### src/rtl/lsc_pkg.sv
package lsc_pkg;
    typedef enum logic [0:0] {
        ST_RUN  = 1'b0,
        ST_HALT = 1'b1
    } lsc_state_e;
endpackage

### src/rtl/lsc_group_cmp.sv
// Decides whether all cores agree on one port group.
module lsc_group_cmp #(
    parameter int NUM_CORES = 3,
    parameter int GRP_W     = 8
) (
    input  logic [NUM_CORES*GRP_W-1:0] slices_i,
    output logic                       diverge_o
);
    logic [NUM_CORES-1:0] differs;

    assign differs[0] = 1'b0;

    // All cores agree iff each one equals core 0.
    for (genvar c = 1; c < NUM_CORES; c++) begin : g_core
        assign differs[c] = (slices_i[c*GRP_W +: GRP_W] != slices_i[0 +: GRP_W]);
    end

    assign diverge_o = |differs;
endmodule

### src/rtl/lsc_ctrl.sv
// Two-state controller: run/compare and halted with a pending capture.
module lsc_ctrl
    import lsc_pkg::*;
(
    input  logic       clk,
    input  logic       rst_n,
    input  logic       mismatch_i,
    input  logic       clear_i,
    output lsc_state_e state_o,
    output logic       capture_o,
    output logic       wipe_o,
    output logic       stall_o,
    output logic       irq_o
);
    lsc_state_e state_q, state_d;

    always_comb begin
        state_d = state_q;
        unique case (state_q)
            ST_RUN:  if (mismatch_i) state_d = ST_HALT; // T_DETECT
            ST_HALT: if (clear_i)    state_d = ST_RUN;  // T_CLEAR
            default: state_d = ST_RUN;
        endcase
    end

    always_ff @(posedge clk or negedge rst_n) begin
        if (!rst_n) state_q <= ST_RUN;
        else        state_q <= state_d;
    end

    always_comb begin
        capture_o = 1'b0;
        wipe_o    = 1'b0;
        stall_o   = 1'b0;
        irq_o     = 1'b0;
        unique case (state_q)
            ST_RUN: begin
                capture_o = mismatch_i;
            end
            ST_HALT: begin
                stall_o = 1'b1;
                irq_o   = 1'b1;
                wipe_o  = clear_i;
            end
            default: ;
        endcase
    end

    assign state_o = state_q;
endmodule

### src/rtl/lsc_capture.sv
// Holds the per-group divergence signature.
module lsc_capture #(
    parameter int GROUPS = 4
) (
    input  logic              clk,
    input  logic              rst_n,
    input  logic              capture_i,
    input  logic              wipe_i,
    input  logic [GROUPS-1:0] live_i,
    output logic [GROUPS-1:0] sig_o
);
    logic [GROUPS-1:0] sig_q;

    always_ff @(posedge clk or negedge rst_n) begin
        if (!rst_n)         sig_q <= '0;
        else if (capture_i) sig_q <= live_i;
        else if (wipe_i)    sig_q <= '0;
    end

    assign sig_o = sig_q;
endmodule

### src/rtl/lockstep_cmp.sv
module lockstep_cmp
    import lsc_pkg::*;
#(
    parameter int NUM_CORES = 3,
    parameter int GROUPS    = 4,
    parameter int GRP_W     = 8,
    localparam int BUS_W    = GROUPS * GRP_W,
    localparam int ALL_W    = NUM_CORES * BUS_W
) (
    input  logic              clk,
    input  logic              rst_n,
    input  logic [ALL_W-1:0]  core_out_i,
    input  logic              clear_i,
    output logic              mismatch_o,
    output logic              stall_o,
    output logic              err_irq_o,
    output logic [GROUPS-1:0] div_vec_o
);
    logic [NUM_CORES*GRP_W-1:0] grp_slice [GROUPS];
    logic [GROUPS-1:0]          live_div;
    logic                       capture_en;
    logic                       wipe_en;
    lsc_state_e                 state;

    for (genvar g = 0; g < GROUPS; g++) begin : g_grp
        for (genvar c = 0; c < NUM_CORES; c++) begin : g_gather
            assign grp_slice[g][c*GRP_W +: GRP_W] = core_out_i[c*BUS_W + g*GRP_W +: GRP_W];
        end
        lsc_group_cmp #(
            .NUM_CORES (NUM_CORES),
            .GRP_W     (GRP_W)
        ) u_cmp (
            .slices_i  (grp_slice[g]),
            .diverge_o (live_div[g])
        );
    end

    assign mismatch_o = |live_div;

    lsc_ctrl u_ctrl (
        .clk        (clk),
        .rst_n      (rst_n),
        .mismatch_i (mismatch_o),
        .clear_i    (clear_i),
        .state_o    (state),
        .capture_o  (capture_en),
        .wipe_o     (wipe_en),
        .stall_o    (stall_o),
        .irq_o      (err_irq_o)
    );

    lsc_capture #(
        .GROUPS (GROUPS)
    ) u_cap (
        .clk       (clk),
        .rst_n     (rst_n),
        .capture_i (capture_en),
        .wipe_i    (wipe_en),
        .live_i    (live_div),
        .sig_o     (div_vec_o)
    );
endmodule

### config.mk
export PLATFORM = sky130hd
export DESIGN_NAME = lockstep_cmp
export DESIGN_NICKNAME = d
export VERILOG_FILES = /design/src/rtl/lsc_pkg.sv /design/src/rtl/lsc_group_cmp.sv /design/src/rtl/lsc_ctrl.sv /design/src/rtl/lsc_capture.sv /design/src/rtl/lockstep_cmp.sv
export SDC_FILE = /design/constraint.sdc
export NUM_CORES = 1
export LEC_CHECK = 0
export BUFFER_PORTS_ARGS = -buffer_cell sky130_fd_sc_hd__buf_2
export CORE_MARGIN = 2
export CORE_UTILIZATION = 33
export DETAILED_ROUTE_END_ITERATION = 7
export PLACE_DENSITY = 0.86
export SYNTH_ARGS = -nofsm -noshare
export SYNTH_HDL_FRONTEND = slang
export SYNTH_SLANG_ARGS = --single-unit
### constraint.sdc
create_clock -name clk -period 3.6 [get_ports clk]
set_clock_uncertainty 0.15 [all_clocks]
set_input_delay 0.54 -clock clk [delete_from_list [all_inputs] [get_ports clk]]
set_output_delay 0.54 -clock clk [all_outputs]
set_load 0.02 [all_outputs]
==> metrics.md <==
| Metric | Value |
|---|---|
| Seq cells post-synth | 5 |
| CP required | 2910 ps |
| Post-Syn Area per Cell | 7.07 um^2 |
| Worst Path Max Fanout | 4 |
| Most common cell after layout, fill and taps aside | buf_2 |
| EDFF count, synth | 0 |
| Total GRT Usage | 0.194 |
| Layout cells sized above 1 | 0.535 |
| Slew Limit Headroom | 0.668 |
| Util after Layout | 0.617 |
| Core area | 2190 um^2 |
| Adder-Cell Fraction of Synth Area | 0 |
| Clock transition at path regs | 40 ps |
| Nets | around 320 |
| Seq/Total Area, Yosys | 0.164 |
| Wirelength per Cell | 10.6 um |
| Post-layout minimum cycle time | 2530 ps |
| Unique cell type count in the Yosys netlist | 19 |
| Post-route ant nets | 0 |
| Initial DRC Count | 12 |
| Root Driver | clkbuf_4 |
| Total Power | 244 uW |
| Startpoint Class | input port |
| Via count | approximately 1300 |
| Yosys warnings | 0 |
| DRC | 0 |
| Final setup TNS | 0 ps |
| Primary FF master, synth | dfrtp_1 |
| # setup viols final | 0 |
| Vias in the first global route | 1038 |
| XOR/XNOR share of the synthesized area | 0 |
| CTS tree | done |
| Die width | between 50 and 60 um |
| Fin area | around 1400 um^2 |
| Cells along the critical path | buf_2 -> nor3_1 -> o22ai_1 -> nor4_2 -> nand4_2 -> buf_2 |
| H-tree depth | 1 |
| Hold buffers post-CTS | 1 |
| Max-cap violations | 0 |
| Layout overhead on the synthesized area | 77.2% |
| Top cell by count, worst path | buf_2 |
| Die Height | ~52 um |
| Main combinational cell family by area after synthesis | simple AND/OR/NAND/NOR gates |
| Multiplexer share of the synthesized area | 0.0197 |
| Dpl cell area | ~1300 um^2 |
| Total wire length | between 2 and 3 mm |
| Gate Count Post-Synth | 108 |
| Post-CTS Resized | 0 |
| Async S/R FF share, synth | 1.00 |
| Routability cong. | 0.803 |
| Final Cycle Share | 0.702 |
| CTS Sinks | 5 |
| Via density | 5.22 |
| Worst hold start | u_cap.sig_o[3] |
| Area of the die | 2710 um^2 |
| CP bufs+invs | 2 |
| IO Port Bufs | 105 |
| I/O Pins | 106 |
| Setup CP Type | input port to primary output |
| Starting Density | 0.348 |
| Dpl hpwl | 2.36 mm |
| CTS max path bufs | 2 |
| Tightest Pin Transition | between 400 and 500 ps |
| RSZ-0062 raised after global routing | false |
| Crit path from | core_out_i[80] |
| Min-delay worst type | register to register |
| Cell Pwr Density | around 180 nW/um^2 |
| Postcts setup bufs | 0 |
| Pre-Repair DR Iteration Count | 4 |
| Peak VDD IR | 0.126 mV |
| Synthesized area | 763 um^2 |
| CP top delay family | simple AND/OR/NAND/NOR gates |
| Max-slew violations | 0 |
| Highest-count cells in the layout ignoring fill and taps | 105 x buf_2, 31 x and3_1, 31 x nor3_1 |
| Worst reg-to-reg setup slack | 2330 ps |
| Filler cells | 213 |
| Site row count | 17 |
| WHS | 386 ps |
| Outcome | finished, final reports clean |
| Critical path endpoint category | primary output |
| Initial antenna violation count | 0 |
| GRT overflow | 0 |
| CTS buffer count | 3 |
| Clk_lat worst skew | 240 ps |
| Compound-gate portion of the synthesized area | 0.200 |
| Final Hold Viols | 0 |
| Slowest cell on crit path | nor4_2 |
| Synth Net Count | 207 |
| R2R Path Start | u_ctrl.state_o |
| CP peak stage delay | slightly above 500 ps |
| First-pass GRT wire length | 3.94 mm |
| Critical path data arrival time | 1840 ps |
| Pleak | 0.757 nW |
| N_diodes | 0 |
| Largest net degree at the start of global routing | 8 |
| Post-synthesis simple-gate area fraction | 0.597 |
| Max Clk Rate | 396 MHz |
[synth_stat cells, drive strengths merged, types with 2 or more instances]
cell type	number	share of area
and3	32	0.26
a2bb2oi	3	0.034
nand2	3	0.015
nor3	32	0.22
o21ai	3	0.020
nor4	4	0.066
nand4	2	0.025
dfrtp	5	0.16
inv	2	0.0098
o22ai	16	0.13
[final cells by class]
class / count / area (um^2) / area share
well taps: 28 / 35.0 / 0.0259
inverters: 2 / 7.51 / 0.00555
clock buffers: 4 / 26.3 / 0.0194
repair buffers: 106 / 536 / 0.396
flip-flops and latches: 5 / 125 / 0.0925
multi-input cells: 100 / 623 / 0.461
[kinds of logic after synthesis]
logic type / after synthesis
and+or+nand+nor: 75
AOI/OAI and AO/OA: 24
DFF: 5
buffers and inverters: 3
muxes: 1
[worst paths after layout]
check                      cells after the start             end
max in group asynchronous                      2  u_cap.sig_o[2]
setup / recovery                               6      mismatch_o
hold / removal                                 2  u_cap.sig_o[3]
min in group asynchronous                      2  u_cap.sig_o[1]
hold reg to reg                                2  u_cap.sig_o[3]
setup reg to reg                               4  u_cap.sig_o[0]
[per-stage QoR]
step,std cells,setup WS [ps]
finish,245,1070
global route,245,946
CTS,245,1090
detailed placement,240,1090
global placement,240,1100
floorplan,108,1430
[report_power, final]
part / total [mW] / leakage [nW] / switching [mW] / internal (mW)
sequential: 0.0664 / 0.0585 / 0.00464 / 0.0618
clock: 0.0643 / 0.0150 / 0.0224 / 0.0419
combinational: 0.113 / 0.683 / 0.0501 / 0.0628
[registers in the layout (all words and copies together) (netlist names)]
register	cells
u_cap.sig_o	4
u_ctrl.state_o	1
[tightest hold or removal path, delay by kind of cell (launching register included)]
kind               cells  cell delay [ps]
DFF                    1              360
AOI/OAI and AO/OA      2              130
[routing by layer]
metal	global-route usage	up-vias	wire length [um]
li1	-	669	-
met1	0.199	531	966
met2	0.365	74	1250
met3	0.0287	6	303
met4	0.114	0	68
met5	0	-	0
Power figures use the tool's default switching activity.
